===== src/rtl/sfc_pkg.sv =====
package sfc_pkg;

    // Encoding of the hint_kind port
    typedef enum logic [1:0] {
        HINT_SEQ     = 2'd0,
        HINT_STRIDE  = 2'd1,
        HINT_SINGLE  = 2'd2,
        HINT_NOALLOC = 2'd3
    } hint_kind_e;

    // Persistent fetch policy
    typedef enum logic [1:0] {
        MODE_SEQ    = 2'd0,
        MODE_STRIDE = 2'd1,
        MODE_SINGLE = 2'd2
    } fill_mode_e;

endpackage


===== src/rtl/sfc_hint_state.sv =====
module sfc_hint_state
    import sfc_pkg::*;
#(
    parameter int SW = 16
) (
    input  logic          clk,
    input  logic          rst_n,
    input  logic          hint_valid,
    input  logic [1:0]    hint_kind,
    input  logic [SW-1:0] hint_stride,
    input  logic          consume,
    output fill_mode_e    mode_o,
    output logic [SW-1:0] stride_o,
    output logic          noalloc_o
);

    typedef struct packed {
        fill_mode_e    mode;
        logic [SW-1:0] stride;
        logic          noalloc;
    } hint_st_t;

    hint_st_t st_d, st_q;

    always_comb begin
        st_d = st_q;
        // the one-shot is used up by the miss that sampled it
        if (consume) st_d.noalloc = 1'b0;
        if (hint_valid) begin
            case (hint_kind_e'(hint_kind))
                HINT_SEQ:     st_d.mode = MODE_SEQ;
                HINT_STRIDE: begin
                    st_d.mode   = MODE_STRIDE;
                    st_d.stride = hint_stride;
                end
                HINT_SINGLE:  st_d.mode = MODE_SINGLE;
                HINT_NOALLOC: st_d.noalloc = 1'b1;
                default:      st_d = st_q;
            endcase
        end
    end

    always_ff @(posedge clk) begin
        if (!rst_n) begin
            st_q.mode    <= MODE_SEQ;
            st_q.stride  <= '0;
            st_q.noalloc <= 1'b0;
        end else begin
            st_q <= st_d;
        end
    end

    assign mode_o    = st_q.mode;
    assign stride_o  = st_q.stride;
    assign noalloc_o = st_q.noalloc;


    noalloc_once_chk: assert property (@(posedge clk) disable iff (!rst_n)
        (consume && !(hint_valid && hint_kind == 2'd3)) |=> !noalloc_o)
        else $error("no-allocate survived the miss that used it");

endmodule


===== src/rtl/sfc_req_seq.sv =====
module sfc_req_seq #(
    parameter int AW = 32,
    parameter int SW = 16,
    parameter int IW = 3
) (
    input  logic          clk,
    input  logic          rst_n,
    input  logic          start,
    input  logic [AW-1:0] base,
    input  logic [SW-1:0] step,
    input  logic [IW-1:0] last_idx,
    input  logic          mreq_ready,
    output logic          mreq_valid,
    output logic [AW-1:0] mreq_addr,
    output logic          active
);

    typedef struct packed {
        logic          active;
        logic [AW-1:0] base;
        logic [SW-1:0] step;
        logic [IW-1:0] last;
        logic [IW-1:0] idx;
    } seq_st_t;

    seq_st_t sq_d, sq_q;

    always_comb begin
        sq_d = sq_q;
        if (start) begin
            sq_d.active = 1'b1;
            sq_d.base   = base;
            sq_d.step   = step;
            sq_d.last   = last_idx;
            sq_d.idx    = '0;
        end else if (sq_q.active && mreq_ready) begin
            if (sq_q.idx == sq_q.last) sq_d.active = 1'b0;
            else                       sq_d.idx    = sq_q.idx + 1'b1;
        end
    end

    always_ff @(posedge clk) begin
        if (!rst_n) begin
            sq_q <= '0;
        end else begin
            sq_q <= sq_d;
        end
    end

    assign mreq_valid = sq_q.active;
    assign mreq_addr  = sq_q.base + (AW'(sq_q.idx) * AW'(sq_q.step));
    assign active     = sq_q.active;


    req_hold_chk: assert property (@(posedge clk) disable iff (!rst_n)
        (mreq_valid && !mreq_ready) |=> (mreq_valid && $stable(mreq_addr)))
        else $error("request dropped or changed while stalled");

endmodule


===== src/rtl/sfc_resp_track.sv =====
module sfc_resp_track #(
    parameter int AW = 32,
    parameter int DW = 32,
    parameter int SW = 16,
    parameter int IW = 3
) (
    input  logic          clk,
    input  logic          rst_n,
    input  logic          start,
    input  logic [AW-1:0] base,
    input  logic [SW-1:0] step,
    input  logic [IW-1:0] last_idx,
    input  logic          alloc,
    input  logic          mrsp_valid,
    input  logic [DW-1:0] mrsp_data,
    output logic          busy,
    output logic          fill_valid,
    output logic [AW-1:0] fill_addr,
    output logic [DW-1:0] fill_data,
    output logic          fill_demand,
    output logic          fill_alloc,
    output logic          fill_done
);

    typedef struct packed {
        logic          busy;
        logic [AW-1:0] base;
        logic [SW-1:0] step;
        logic [IW-1:0] last;
        logic          alloc;
        logic [IW-1:0] idx;
        logic          fv;
        logic [AW-1:0] faddr;
        logic [DW-1:0] fdata;
        logic          fdem;
        logic          falloc;
        logic          fdone;
    } trk_st_t;

    trk_st_t tk_d, tk_q;

    always_comb begin
        tk_d       = tk_q;
        tk_d.fv    = 1'b0;
        tk_d.fdone = 1'b0;
        if (start) begin
            tk_d.busy  = 1'b1;
            tk_d.base  = base;
            tk_d.step  = step;
            tk_d.last  = last_idx;
            tk_d.alloc = alloc;
            tk_d.idx   = '0;
        end else if (tk_q.busy && mrsp_valid) begin
            tk_d.fv     = 1'b1;
            tk_d.faddr  = tk_q.base + (AW'(tk_q.idx) * AW'(tk_q.step));
            tk_d.fdata  = mrsp_data;
            tk_d.fdem   = (tk_q.idx == '0);
            tk_d.falloc = tk_q.alloc;
            tk_d.fdone  = (tk_q.idx == tk_q.last);
            tk_d.busy   = (tk_q.idx != tk_q.last);
            tk_d.idx    = tk_q.idx + 1'b1;
        end
    end

    always_ff @(posedge clk) begin
        if (!rst_n) begin
            tk_q <= '0;
        end else begin
            tk_q <= tk_d;
        end
    end

    assign busy        = tk_q.busy;
    assign fill_valid  = tk_q.fv;
    assign fill_addr   = tk_q.faddr;
    assign fill_data   = tk_q.fdata;
    assign fill_demand = tk_q.fdem;
    assign fill_alloc  = tk_q.falloc;
    assign fill_done   = tk_q.fdone;


    fill_after_rsp_chk: assert property (@(posedge clk) disable iff (!rst_n)
        fill_valid |-> $past(mrsp_valid))
        else $error("fill word without a response");


    done_with_word_chk: assert property (@(posedge clk) disable iff (!rst_n)
        fill_done |-> (fill_valid && !busy))
        else $error("done pulse outside the last word");

endmodule


===== src/rtl/stride_fill_ctrl.sv =====
module stride_fill_ctrl
    import sfc_pkg::*;
#(
    parameter int AW    = 32,
    parameter int DW    = 32,
    parameter int SW    = 16,
    parameter int EXTRA = 3
) (
    input  logic          clk,
    input  logic          rst_n,
    input  logic          hint_valid,
    input  logic [1:0]    hint_kind,
    input  logic [SW-1:0] hint_stride,
    input  logic          miss_valid,
    output logic          miss_ready,
    input  logic [AW-1:0] miss_addr,
    output logic          mreq_valid,
    input  logic          mreq_ready,
    output logic [AW-1:0] mreq_addr,
    input  logic          mrsp_valid,
    input  logic [DW-1:0] mrsp_data,
    output logic          fill_valid,
    output logic [AW-1:0] fill_addr,
    output logic [DW-1:0] fill_data,
    output logic          fill_demand,
    output logic          fill_alloc,
    output logic          fill_done
);

    localparam int IW = $clog2(EXTRA + 2);
    localparam logic [IW-1:0] LAST_WIDE = IW'(EXTRA);

    fill_mode_e    cur_mode;
    logic [SW-1:0] cur_stride;
    logic          cur_noalloc;
    logic          accept;
    logic          req_active;
    logic          rsp_busy;

    typedef struct packed {
        logic [SW-1:0] step;
        logic [IW-1:0] last;
        logic          alloc;
    } burst_cfg_t;

    burst_cfg_t cfg_d;

    assign miss_ready = !rsp_busy && !req_active;
    assign accept     = miss_valid && miss_ready;

    // burst shape chosen from the hint state as it stands at the handshake
    always_comb begin
        cfg_d.step  = SW'(1);
        cfg_d.last  = LAST_WIDE;
        cfg_d.alloc = 1'b1;
        if (cur_noalloc) begin
            cfg_d.last  = '0;
            cfg_d.alloc = 1'b0;
        end else begin
            case (cur_mode)
                MODE_STRIDE: cfg_d.step = cur_stride;
                MODE_SINGLE: cfg_d.last = '0;
                default:     cfg_d.step = SW'(1);
            endcase
        end
    end

    sfc_hint_state #(.SW(SW)) u_hint (
        .clk         (clk),
        .rst_n       (rst_n),
        .hint_valid  (hint_valid),
        .hint_kind   (hint_kind),
        .hint_stride (hint_stride),
        .consume     (accept),
        .mode_o      (cur_mode),
        .stride_o    (cur_stride),
        .noalloc_o   (cur_noalloc)
    );

    sfc_req_seq #(.AW(AW), .SW(SW), .IW(IW)) u_req (
        .clk        (clk),
        .rst_n      (rst_n),
        .start      (accept),
        .base       (miss_addr),
        .step       (cfg_d.step),
        .last_idx   (cfg_d.last),
        .mreq_ready (mreq_ready),
        .mreq_valid (mreq_valid),
        .mreq_addr  (mreq_addr),
        .active     (req_active)
    );

    sfc_resp_track #(.AW(AW), .DW(DW), .SW(SW), .IW(IW)) u_rsp (
        .clk         (clk),
        .rst_n       (rst_n),
        .start       (accept),
        .base        (miss_addr),
        .step        (cfg_d.step),
        .last_idx    (cfg_d.last),
        .alloc       (cfg_d.alloc),
        .mrsp_valid  (mrsp_valid),
        .mrsp_data   (mrsp_data),
        .busy        (rsp_busy),
        .fill_valid  (fill_valid),
        .fill_addr   (fill_addr),
        .fill_data   (fill_data),
        .fill_demand (fill_demand),
        .fill_alloc  (fill_alloc),
        .fill_done   (fill_done)
    );


    miss_block_chk: assert property (@(posedge clk) disable iff (!rst_n)
        (miss_valid && miss_ready) |=> (!miss_ready && mreq_valid))
        else $error("controller not busy after a miss handshake");


    noalloc_single_chk: assert property (@(posedge clk) disable iff (!rst_n)
        (fill_valid && !fill_alloc) |-> fill_done)
        else $error("no-allocate burst longer than one word");

endmodule


===== config.mk =====
export PLATFORM = sky130hd
export DESIGN_NAME = stride_fill_ctrl
export DESIGN_NICKNAME = d
export VERILOG_FILES = /design/src/rtl/sfc_pkg.sv /design/src/rtl/sfc_hint_state.sv /design/src/rtl/sfc_req_seq.sv /design/src/rtl/sfc_resp_track.sv /design/src/rtl/stride_fill_ctrl.sv
export SDC_FILE = /design/constraint.sdc
export NUM_CORES = 1
export LEC_CHECK = 0
export BUFFER_PORTS_ARGS = -buffer_cell sky130_fd_sc_hd__clkbuf_2
export CAP_MARGIN = 20
export CORE_ASPECT_RATIO = 0.7
export CORE_MARGIN = 3
export CORE_UTILIZATION = 50
export CTS_CLUSTER_SIZE = 8
export DETAILED_ROUTE_END_ITERATION = 10
export PLACE_DENSITY_LB_ADDON = 0.15
export SLEW_MARGIN = 15
export SYNTH_ARGS = -nofsm -noshare
export SYNTH_HDL_FRONTEND = slang
export SYNTH_SLANG_ARGS = --single-unit
export TNS_END_PERCENT = 1

===== constraint.sdc =====
create_clock -name clk -period 5.15 [get_ports clk]
set_input_delay 0.2575 -clock clk [delete_from_list [all_inputs] [get_ports clk]]
set_output_delay 0.2575 -clock clk [all_outputs]
set_load 0.01 [all_outputs]

==> run_results.csv <==
group,metric,value,unit
run_status,status,"finished, final reports clean",
layout,fillers,1921,
clocking,cts-root-buf,"clkbuf_16",
hold_path,min_to,"u_hint.stride_o[11]$_SDFFE_PN0P_",
logic_synthesis,synth_ff_type,"dfxtp_1",
clocking,cts_hold_buf,0,
floorplan,initial_utilization,52.4,%
worst_setup_path,worstPathArrival,4.56,ns
worst_setup_path,reg2reg_slack,0.82,ns
logic_synthesis,yosys.area.top_type_share,27.3,%
clocking,tritoncts,"done",
timing,tightest_slew,0.843,ns
clocking,cts_made_buffers,17,
worst_setup_path,critPathKind,"reg -> out",
layout,nets,1651,
logic_synthesis,synth_area,10600,sq um
global_routing,grt_max_degree,52,
logic_synthesis,synth_async_sr_flop_share,0,%
global_routing,grt_pass1_wl,46400,microns
worst_setup_path,crit_path_start_kind,"flip-flop",
power_and_ir_drop,power_density,244,nW/um^2
clocking,insertion_delay,0.44,ns
timing,slew_headroom,43.8,%
logic_synthesis,synthTopCellsByCount,"244 x nand2_1, 145 x dfxtp_1, 143 x inv_1",
worst_setup_path,endpoint_kind,"primary output",
global_routing,grt_pass1_vias,8878,
timing,fmax,0.208,GHz
logic_synthesis,ys_ff_latch,145,
timing,fin_crit_sh,93.6,%
routing,ant_nets,0,
floorplan,fp.coreArea,20300,sq um
worst_setup_path,worst_ep_required_time,4.89,ns
logic_synthesis,synthCells,1373,
logic_synthesis,syn-mean-instance-area,7.76,sq um
worst_setup_path,r2r_start,"u_rsp.tk_q[69]$_SDFFE_PP0P_",
timing,rsz0062_at_grt,"false",
routing,num_vias,9339,
logic_synthesis,synthDistinctLibCells,71,
layout,layout-drive-gt1-share,17.3,%
placed_design,io_buffers,189,
layout,diodes,0,
timing,fin_skew,0.0101,ns
floorplan,placementRows,43,
timing,setup_viol,0,
layout,syn_to_final_growth,11.4,%
hold_path,hp-class,"in -> reg",
global_routing,grtUsageTotal,24.8,%
logic_synthesis,seq_area_frac_synth,27.3,%
timing,setup_tns,0,ns
timing,maxSlewViolCount,0,
power_and_ir_drop,peakVddDrop,0.000232,V
routing,drc,0,
routing,wl,28500,microns
timing,final_hold_viol_count,0,
logic_synthesis,synth_area_leaders,"dfxtp_1 27%, fa_1 12%, nand2_1 8.6%",
job,maxCapViolCount,0,
floorplan,dieArea,23100,sq um
hold_path,hp-start,"hint_stride[11]",
global_routing,grt.overflow.total,0,
floorplan,die_x,180,microns
floorplan,die_y,128,microns
routing,vias_per_cell,5.38,
clocking,cts.sinks,145,
power_and_ir_drop,p_leak,0.00544,uW
worst_setup_path,r2r-end,"u_rsp.fill_addr[28]$_SDFFE_PN0P_",
timing,period_needed,4.82,ns
logic_synthesis,synth_top_area_cell,"dfxtp_1",
logic_synthesis,synth_most_common_cell,"nand2_1",
logic_synthesis,ys_warn_count,0,
placed_design,gp_congestion,0.920,
logic_synthesis,synth_edf_count,0,
clocking,clock_path_buffers,2,
logic_synthesis,syn_nets,1570,
timing,timing.hold.ws,0.0263,ns
clocking,clkTransAtPathRegs,0.07,ns
worst_setup_path,crit_fanout,18,
routing,wl_per_cell,16.4,microns
global_routing,antenna_found_initial,0,
clocking,htreeDepth,4,
routing,dr.pass1.iters,5,
routing,first_iter_violations,693,
floorplan,ios,190,
placed_design,dp_hpwl,21500,microns
hold_path,min_delay_path_depth,3,
worst_setup_path,rr_worst_depth,11,
==> critical path, cell delays in order (launching register included) <==
cell,delay (ns)
dfxtp_2,0.42
and2_1,0.22
fa_1,0.53
inv_1,0.05
fa_1,0.49
inv_1,0.04
ha_1,0.35
o211ai_1,0.22
a21oi_1,0.12
o41ai_1,0.67
buf_4,0.25
o21ai_0,0.18
o21ai_0,0.26
xnor2_1,0.16
clkbuf_2,0.16
==> cells by family after synthesis <==
kind of cell	count (synthesis)	synth area share [%]
DFF	145	27.3
AOI/OAI and AO/OA	291	17.3
and+or+nand+nor	504	22.2
adders and majority gates	109	17.2
xor gates and xnor gates	40	3.29
buffers and inverters	278	12.2
muxes	6	0.576
==> cells in the final DEF, fill, tap and decap left out, types with 12 or more instances in the layout <==
cell type  count
nand2_1      243
clkbuf_2     189
inv_1        142
dfxtp_1      142
a21oi_1      135
and2_1        96
fa_1          62
nor2_1        51
ha_1          47
o21ai_0       38
nand3_1       32
nor3_1        24
xnor2_1       23
xor2_1        17
clkbuf_16     17
a21o_1        16
a22o_1        15
nand4_1       13
a211oi_1      12
==> what timing repair did <==
action / 4_1_cts / 5_1_grt
buffers inserted: 0 / 0
gates resized for setup: 0 / 6
setup endpoints to repair: 0 / 3
==> power by group <==
part	internal (uW)	total (uW)	switching (uW)
Clock	788	1310	523
Combinational	135	365	230
Sequential	1170	1220	47.7
Total	2090	2890	801
==> sequential cells by signal, summed over array words and instances, names as in the netlist <==
name and cells:
u_rsp.fill_done 1, u_rsp.fill_data 32, u_rsp.fill_addr 32, u_hint.mode_o 2, u_hint.stride_o 16, u_rsp.tk_q 4
u_rsp.fill_valid 1, u_req.sq_q 52, u_rsp.fill_demand 1, u_req.active 1, u_rsp.busy 1, u_hint.noalloc_o 1
u_rsp.fill_alloc 1
==> area by class of cell <==
class | instances | area [sq um] | area share, %
sequential | 145 | 2910 | 24.5
inverter | 143 | 538 | 4.54
tap | 270 | 338 | 2.85
clock buffer | 19 | 453 | 3.82
multi-input combinational | 950 | 6460 | 54.5
clock inverter | 12 | 158 | 1.33
timing repair buffer | 197 | 1010 | 8.48
==> how the worst max path moves through the flow <==
stage	start	end	depth (start not counted)	slack, ns
2_1_floorplan	u_req.sq_q[2]$_SDFFE_PP0P_	mreq_addr[30]	15	1.33
4_1_cts	u_req.sq_q[2]$_SDFFE_PP0P_	mreq_addr[30]	13	0.03
3_5_place_dp	u_req.sq_q[2]$_SDFFE_PP0P_	mreq_addr[30]	13	0.53
6_report	u_req.sq_q[2]$_SDFFE_PP0P_	mreq_addr[29]	14	0.33
3_3_place_gp	u_req.sq_q[2]$_SDFFE_PP0P_	mreq_addr[30]	13	0.56
5_1_grt	u_req.sq_q[2]$_SDFFE_PP0P_	mreq_addr[29]	14	0.15
==> routing by layer <==
metal  track usage [%]  vias to the layer above  part of all wire, %
met5                 0                        -                    0
met4              6.81                        0                  1.6
met3              4.91                       34                  5.8
met2              39.0                      269                   45
met1              35.0                     4407                   48
li1                  -                     4629                    -
==> per-stage QoR <==
step / instance area [sq um] / std cells / util [%] / total power [uW] / worst slack, ns
floorplan: 10600 / 1373 / - / 1480 / 1.33
global placement: 11200 / 1704 / 55.2 / 1600 / 0.563
detailed placement: 11200 / 1704 / 55.2 / 1600 / 0.535
CTS: 11800 / 1735 / 58.2 / 2910 / 0.0260
global route: 11900 / 1736 / 58.3 / 3000 / 0.152
finish: 11900 / 1736 / 58.3 / 2890 / 0.331
Power figures use the tool's default switching activity.
